<file path="src/rtl/topi_pkg.sv">
// Package: shared widths and the fixed default ranking of interrupt sources.
// Assumes 64 sources, so identities and ranks fit in 6 bits.
package topi_pkg;
    localparam int IDW   = 6;
    localparam int PRW   = 8;
    localparam int KEYW  = PRW + 1;

    // Default rank of a source; a lower value is more urgent. 37 is odd, so the map is a permutation.
    function automatic logic [IDW-1:0] dflt_rank(input logic [IDW-1:0] id);
        return IDW'(id * IDW'(37));
    endfunction
endpackage

</file>
<file path="src/rtl/topi_key_gen.sv">
// Module: topi_key_gen
// For each source, builds the 9-bit urgency key and the priority to report,
// taking the level threshold into account. Purely combinational.
module topi_key_gen
    import topi_pkg::*;
#(
    parameter int NSRC     = 64,
    parameter int THR_MACH = 40,
    parameter int THR_SUP  = 24
) (
    input  logic                   lvl_sup,
    input  logic [NSRC*PRW-1:0]    prio_flat,
    output logic [NSRC*KEYW-1:0]   key_flat,
    output logic [NSRC*PRW-1:0]    rep_flat
);
    localparam logic [IDW-1:0] THR_M = IDW'(THR_MACH);
    localparam logic [IDW-1:0] THR_S = IDW'(THR_SUP);

    logic [IDW-1:0] thr;
    // Choose the rank threshold for the level being read.
    always_comb thr = lvl_sup ? THR_S : THR_M;

    for (genvar i = 0; i < NSRC; i++) begin : g_src
        logic [PRW-1:0] p;
        logic           late;
        assign p    = prio_flat[i*PRW +: PRW];
        assign late = dflt_rank(IDW'(i)) > thr;
        // Map the programmed priority to a selection key and a reported value.
        always_comb begin
            if (p != '0) begin
                key_flat[i*KEYW +: KEYW] = {1'b0, p};
                rep_flat[i*PRW +: PRW]   = p;
            end else if (late) begin
                key_flat[i*KEYW +: KEYW] = {1'b1, {PRW{1'b0}}};
                rep_flat[i*PRW +: PRW]   = {PRW{1'b1}};
            end else begin
                key_flat[i*KEYW +: KEYW] = '0;
                rep_flat[i*PRW +: PRW]   = '0;
            end
        end
    end
endmodule

</file>
<file path="src/rtl/topi_arbiter.sv">
// Module: topi_arbiter
// Chooses the competing source with the lowest key; equal keys go to the lower
// default rank. Source 0 never competes. Purely combinational.
module topi_arbiter
    import topi_pkg::*;
#(
    parameter int NSRC = 64
) (
    input  logic [NSRC-1:0]        cand,
    input  logic [NSRC*KEYW-1:0]   key_flat,
    output logic                   found,
    output logic [IDW-1:0]         win_id
);
    logic [KEYW-1:0] best_key;
    logic [IDW-1:0]  best_rank;
    logic [KEYW-1:0] k;
    logic [IDW-1:0]  r;

    // Linear scan that keeps the best key and rank seen so far.
    always_comb begin
        found     = 1'b0;
        win_id    = '0;
        best_key  = '1;
        best_rank = '1;
        k         = '0;
        r         = '0;
        for (int i = 1; i < NSRC; i++) begin
            k = key_flat[i*KEYW +: KEYW];
            r = dflt_rank(IDW'(i));
            if (cand[i] && (!found || k < best_key ||
                            (k == best_key && r < best_rank))) begin
                found     = 1'b1;
                win_id    = IDW'(i);
                best_key  = k;
                best_rank = r;
            end
        end
    end
endmodule

</file>
<file path="src/rtl/topi_access.sv">
// Module: topi_access
// Access decoder and response register: decides whether an access is refused,
// redirected or answered, and captures the word for one cycle. Writes only
// matter when the feature is absent.
module topi_access #(
    parameter int DW = 32
) (
    input  logic          clk,
    input  logic          rst_n,
    input  logic          rd_en,
    input  logic          wr_en,
    input  logic          feat_en,
    input  logic          lvl_sup,
    input  logic          virt_on,
    input  logic [DW-1:0] word,
    output logic [DW-1:0] rsp_data,
    output logic          rsp_valid,
    output logic          rsp_illegal,
    output logic          rsp_redirect
);
    // Register a single-cycle response; a refused access takes precedence over a redirect.
    always_ff @(posedge clk) begin
        if (!rst_n) begin
            rsp_data     <= '0;
            rsp_valid    <= 1'b0;
            rsp_illegal  <= 1'b0;
            rsp_redirect <= 1'b0;
        end else begin
            rsp_data     <= '0;
            rsp_valid    <= 1'b0;
            rsp_illegal  <= 1'b0;
            rsp_redirect <= 1'b0;
            if ((rd_en || wr_en) && !feat_en) begin
                rsp_illegal <= 1'b1;
            end else if (rd_en && lvl_sup && virt_on) begin
                rsp_redirect <= 1'b1;
            end else if (rd_en) begin
                rsp_valid <= 1'b1;
                rsp_data  <= word;
            end
        end
    end
endmodule

</file>
<file path="src/rtl/topi_reporter.sv">
// Module: topi_reporter (top)
// Reports the most urgent pending-and-enabled interrupt as a packed word:
// identity in bits 27:16, priority in bits 7:0. Selection is combinational and
// captured on a read strobe. Assumes inputs are stable around the read edge.
module topi_reporter
    import topi_pkg::*;
#(
    parameter int NSRC     = 64,
    parameter int DW       = 32,
    parameter int ID_LSB   = 16,
    parameter int ID_W     = 12,
    parameter int THR_MACH = 40,
    parameter int THR_SUP  = 24
) (
    input  logic                clk,
    input  logic                rst_n,
    input  logic                rd_en,
    input  logic                wr_en,
    input  logic                feat_en,
    input  logic                lvl_sup,
    input  logic                virt_on,
    input  logic [NSRC-1:0]     pend,
    input  logic [NSRC-1:0]     enab,
    input  logic [NSRC*PRW-1:0] prio_flat,
    output logic [DW-1:0]       rsp_data,
    output logic                rsp_valid,
    output logic                rsp_illegal,
    output logic                rsp_redirect
);
    logic [NSRC*KEYW-1:0] key_flat;
    logic [NSRC*PRW-1:0]  rep_flat;
    logic [NSRC-1:0]      cand;
    logic                 found;
    logic [IDW-1:0]       win_id;
    logic [DW-1:0]        word;

    // Only pending and enabled sources compete.
    always_comb cand = pend & enab;

    topi_key_gen #(.NSRC(NSRC), .THR_MACH(THR_MACH), .THR_SUP(THR_SUP)) u_key (
        .lvl_sup  (lvl_sup),
        .prio_flat(prio_flat),
        .key_flat (key_flat),
        .rep_flat (rep_flat)
    );

    topi_arbiter #(.NSRC(NSRC)) u_arb (
        .cand    (cand),
        .key_flat(key_flat),
        .found   (found),
        .win_id  (win_id)
    );

    // Pack identity and priority; an empty result is an all-zero word.
    always_comb begin
        word = '0;
        if (found) begin
            word[ID_LSB +: ID_W] = ID_W'(win_id);
            word[PRW-1:0]        = rep_flat[win_id*PRW +: PRW];
        end
    end

    topi_access #(.DW(DW)) u_acc (
        .clk         (clk),
        .rst_n       (rst_n),
        .rd_en       (rd_en),
        .wr_en       (wr_en),
        .feat_en     (feat_en),
        .lvl_sup     (lvl_sup),
        .virt_on     (virt_on),
        .word        (word),
        .rsp_data    (rsp_data),
        .rsp_valid   (rsp_valid),
        .rsp_illegal (rsp_illegal),
        .rsp_redirect(rsp_redirect)
    );
endmodule

</file>
<file path="config.mk">
export PLATFORM = sky130hd
export DESIGN_NAME = topi_reporter
export DESIGN_NICKNAME = d
export VERILOG_FILES = /design/src/rtl/topi_pkg.sv /design/src/rtl/topi_key_gen.sv /design/src/rtl/topi_arbiter.sv /design/src/rtl/topi_access.sv /design/src/rtl/topi_reporter.sv
export SDC_FILE = /design/constraint.sdc
export NUM_CORES = 2
export LEC_CHECK = 0
export ABC_AREA = 1
export ABC_CLOCK_PERIOD_IN_PS = 350600
export BUFFER_PORTS_ARGS = -buffer_cell sky130_fd_sc_hd__buf_4
export CAP_MARGIN = 20
export CORE_MARGIN = 1
export CORE_UTILIZATION = 50
export CTS_BUF_LIST = sky130_fd_sc_hd__clkbuf_2 sky130_fd_sc_hd__clkbuf_4 sky130_fd_sc_hd__clkbuf_8
export DETAILED_ROUTE_END_ITERATION = 10
export HOLD_SLACK_MARGIN = 0.08
export PLACE_DENSITY = 0.81
export SETUP_SLACK_MARGIN = 0.4
export SYNTH_ARGS = -nofsm -noshare
export SYNTH_HDL_FRONTEND = slang
export SYNTH_SLANG_ARGS = --single-unit
export TNS_END_PERCENT = 20
</file>
<file path="constraint.sdc">
create_clock -name clk -period 350.6 [get_ports clk]
set_clock_uncertainty 0.2 [all_clocks]
set_input_delay 87.65 -clock clk [delete_from_list [all_inputs] [get_ports clk]]
set_output_delay 87.65 -clock clk [all_outputs]
set_load 0.05 [all_outputs]
</file>
-- Word level (Yosys, flattened, before mapping)
Index checks and enable logic that the tools add are counted.
- flip-flop bits (word level): 35
- input port bits: 647
- output and inout bits: 35
- logic and storage cells: 1152
- $lt $le $gt $ge: 188
- eq/ne operators: 62
- shift-type cells: 1
- muxes and demuxes: 508
- bitwise logic cells: 4
- reduce and logical (&&, ||, !) cells: 383
- operators with widths (cell ; count):
    2-to-1 mux 9 bit ; 188
    2-to-1 mux 8 bit ; 128
    2-to-1 mux 6 bit ; 124
    == test 9 bit ; 62
    less-than comparator 9 bit ; 62
    nonzero test 8 bit ; 64
    indexed part select 512 x 10 -> 8 bit ; 1
    greater-than comparator 6 bit, first input constant ; 32
    less-than comparator 6 bit, first input constant ; 31
    logical AND 1 bit ; 127
    logical OR 1 bit ; 125
    greater-than comparator 5 x 6 -> 1 bit, first input constant ; 16
    less-than comparator 5 x 6 -> 1 bit, first input constant ; 16
    2-to-1 mux 1 bit ; 67
    bitwise AND 64 bit ; 1
    zero test 1 bit ; 63
    greater-than comparator 4 x 6 -> 1 bit, first input constant ; 8
    less-than comparator 4 x 6 -> 1 bit, first input constant ; 8
    greater-than comparator 3 x 6 -> 1 bit, first input constant ; 4
    less-than comparator 3 x 6 -> 1 bit, first input constant ; 4
    greater-than comparator 1 x 6 -> 1 bit, first input constant ; 2
    greater-than comparator 2 x 6 -> 1 bit, first input constant ; 2
    less-than comparator 2 x 6 -> 1 bit, first input constant ; 2
    less-than comparator 1 x 6 -> 1 bit, first input constant ; 1
    6 further kinds ; 8

-- Logic depth before layout (Yosys ltp)
- depth in word-level cells: 317
- gate-level depth with buffers: 862
- depth with buffers taken out: 752

-- Modules after synthesis
A second synthesis with hierarchy kept.
- cells, all modules: 7292
- area, all modules: 39106.3 um2
- modules (own cells, without submodules) (module ; times used ; cells each ; area an instance (um2) ; sequential area each (um2)):
    topi_arbiter ; 1 ; 4358 ; 24618.6 ; 0.0
    topi_key_gen ; 1 ; 1484 ; 7541.0 ; 0.0
    topi_reporter ; 1 ; 1337 ; 5876.9 ; 0.0
    topi_access ; 1 ; 113 ; 1069.8 ; 700.7

-- Least setup slack after synthesis
No wires, ideal clock.
- path kind: input to register
- from: input pend[1]
- to: register u_acc.rsp_data[0]
- setup time: 0.132 ns
- data arrival time: 186.399 ns
- required time: 350.268 ns
- path slack: 163.869 ns
- stages: 849
- buffers on the path: 118
- cells stage by stage: nand2_2 > nor2_1 > ha_1 > nand2_1 > nor2_1 > nand2_1 > nand3_1 > nand2_1 > nand2_1 > nand2_1 > nand2_1 > nand2_2 > nand2_2 > buf_4 > nand2_1 > o21ai_0 > ha_1 > a21oi_1 > (+813 left out) > o21ai_0 > a21o_1 > a21oi_1 > o221ai_1 > o21ai_0 > inv_1 > nand2_4 > nand2_8 > nand2_8 > buf_12 > buf_8 > nand2_2 > nand3_1 > nand3_1 > nand3_1 > nand3_1 > nand3_1 > a21oi_1
- word-level cells in the longest chain between the ends: 314
- elaborated cells on any way between the ends: 750
- classes of those cells: order compare: 124; eq/ne: 62; shift: 1; mux: 250; bitwise: 2; reduce/logical: 311
- ends and longest elaborated chain (what ; line ; text):
    start: declaration ; topi_reporter.sv:22 ; input logic [NSRC-1:0] pend,
    bitwise AND 64 bit * ; topi_reporter.sv:38 ; always_comb cand = pend & enab;
    branches (longest 313 deep; another with less-than comparator 9 bit) ; n/a ;
    end signal: assignment ; topi_access.sv:39 ; rsp_data <= word;
    end: declaration ; topi_access.sv:16 ; output logic [DW-1:0] rsp_data,
Mark *: on every way between the ends.
A chain may end at the register's enable or synchronous reset.

-- Worst setup path in the final report
- from: input pend[1]
- to: register u_acc.rsp_data[1]
Same word-level chain as after synthesis.

==> impl_metrics.tcl <==
set metrics [dict create \
    cpMostUsedCell "o21ai_0" \
    holdWs_ps 87320 \
    peakVddDrop_v 0.000009632 \
    postCtsHoldBufs 0 \
    seqPwrFrac_pct 0.8 \
    die-width_um 264.7 \
    numClockSinks 17 \
    startpoint_type "primary input" \
    vias 40170 \
    core_mm2 0.06775 \
    die_area_mm2 0.07008 \
    switching_share_pct 65.63 \
    worstPathMaxFanout 130 \
    cts_buffers 3 \
    fmax_mhz 4.942 \
    grt_max_degree 131 \
    worst_pin_slew_ps 1268 \
    leakagePower_uw 0.01958 \
    clockPowerShare_pct 0.6 \
    post-route-period-util_pct 57.71 \
    clockRootBuffer "clkbuf_8" \
    p_per_area_mw_per_mm2 8.465 \
    synth_ff_type "dfxtp_1" \
    synth.area.top_cells "ha_1 (19%), nand2_1 (14%), nand3_1 (11%), o21ai_0 (9.0%), inv_1 (5.4%)" \
    hp-class "primary input to register" \
    pwr-share-comb_pct 98.6 \
    first_iter_violations 3866 \
    final_nets 7181 \
    drt-total-wl_um 130700 \
    tritoncts "done" \
    whs_path_depth 2 \
    drv_slew 0 \
    finalHoldViolCount 0 \
    grt_pass1_wl_um 200800 \
    intPower_uw 105.9 \
    synthCells 5992 \
    drc 0 \
    h-tree-depth 1 \
    min_to "u_acc.rsp_illegal" \
    status "finished, final reports clean" \
    io_pins 682 \
    synth_seq_cells 17 \
    slowest_stage "buf_4" \
    required_ps 350580 \
    ctsResizeCount 0 \
    antenna_found_initial 28 \
    min_from "feat_en" \
    synth-edff-count 0 \
    grt.overflow.total 0 \
    gp_congestion 1.001 \
    yosys_warnings 0 \
    final.setup.tns_ps 0 \
    grt_setup_unrepaired "no" \
    routedWlPerCell_um 18.94 \
    pre_cts_ws_ps 150210 \
    async_flop_share_pct 0 \
    synth_top_area_share_pct 19.32 \
    drive_above_1_share_pct 18.43 \
    avgSynthCellArea_um2 5.760 \
    grt_pass1_vias 37270 \
    fin_ws_ps 148270 \
    drtAntennaViolNets 0 \
    synth_top_area_cell "ha_1" \
    start_util_pct 50.94 \
    place_hpwl_um 108800 \
    clock_path_buffers 2 \
    clkSlewWorstSetupHoldPaths_ps 100 \
    slew-limit-headroom_pct 15.48 \
    setup_viol_count_final 0 \
    port_buffers 661 \
    syn_area_mm2 0.03451 \
    ys_types 89 \
    grt_usage_pct 35.75 \
    cap_viol_max_count 0 \
    first_pass_iters 6 \
    ys_seq_area_share_pct 0.9861 \
    post-cts-setup-buffers 0 \
    arrival_ps 202320 \
    via_per_inst 5.820 \
    min_period_ps 202330 \
    slowest_delay_ps 960 \
    endpoint_kind "register" \
    die_h_um 264.7 \
    rows 95 \
    path_class "primary input to register" \
    syn_to_final_growth_pct 5.518 \
    net-switching-power_uw 202.3 \
]
[worst max-delay path, delay by kind of cell]
kind / cells / cell delay, ps
compound gates: 290 / 51010
simple gates: 303 / 39520
fa+ha+maj: 62 / 19720
buf+inv: 36 / 3770
[synth_stat cells, types with 39 or more instances]
cell type	count
nand2_1	1289
nand3_1	726
o21ai_0	623
ha_1	533
inv_1	499
nor2_1	493
clkbuf_1	450
a21oi_1	247
nand2_2	149
nand4_1	83
nand2_4	66
buf_6	65
nor3_1	65
nor4_1	61
nand3_2	57
nand3b_1	43
buf_4	41
buf_2	39
[state kept, by name (all words and copies together) (netlist names)]
name                flops
u_acc.rsp_data         14
u_acc.rsp_illegal       1
u_acc.rsp_redirect      1
u_acc.rsp_valid         1
[power by group through the flow]
stage	Combinational, uW	Sequential, uW	Clock [uW]
finish	304	2.35	1.94
global route	339	2.37	1.94
CTS	298	2.35	1.90
detailed placement	297	2.40	0
global placement	292	2.38	0
floorplan	250	3.28	0
[how the worst max path moves through the flow]
stage / startpoint / to
after floorplan: pend[1] / u_acc.rsp_data[0]
after global placement: pend[1] / u_acc.rsp_data[1]
after detailed placement: pend[1] / u_acc.rsp_data[1]
after CTS: pend[1] / u_acc.rsp_data[1]
after global routing: pend[1] / u_acc.rsp_data[1]
final: pend[1] / u_acc.rsp_data[1]
[layout make-up]
cell class	instances	area [um2]
inverters	570	2263
well taps	873	1092
clock buffers	3	41.29
diodes	28	70.07
repair buffers	685	5142
multi-input cells	4724	27460
fillers	7213	31340
clock inverters	1	7.507
flip-flops and latches	17	340.3
[routing by layer]
layer / track usage, % / wire length, um / part of all wire, %
met2: 60.85 / 60570 / 46
met3: 4.682 / 11120 / 8.5
met5: 0 / 90 / 0.069
met1: 44.27 / 52330 / 40
met4: 17.34 / 6612 / 5.1
[stage by stage]
stage,utilization [%],power (uW),area (um2),std cells
6_report,53.75,308.3,36420,6901
5_1_grt,53.70,343.5,36390,6889
4_1_cts,53.65,302.3,36350,6873
3_5_place_dp,53.57,299.2,36300,6869
3_3_place_gp,53.57,294.4,36300,6869
2_1_floorplan,-,253.5,34580,6009
[placed cells by master, fill, tap and decap left out, types with 17 or more instances in the layout]
cell type and instances:
nand2_1 1289, nand3_1 726, buf_4 685, o21ai_0 623
ha_1 533, inv_1 499, nor2_1 493, a21oi_1 247
nand2_2 149, nand4_1 83, nand2_4 66, nor3_1 65
nor4_1 61, nand3_2 57, nand3b_1 43, inv_2 35
o211ai_1 30, a211oi_1 29, o21ai_1 29, diode_2 28
conb_1 18, dfxtp_1 17
[cell families after synthesis]
logic type / share of synthesized area [%]
buf+inv: 19.66
other cells: 0.01087
flops: 0.9861
simple gates: 43.27
fa+ha+maj: 19.32
compound gates: 16.75
Note: power is estimated with default switching activity, not from simulation.
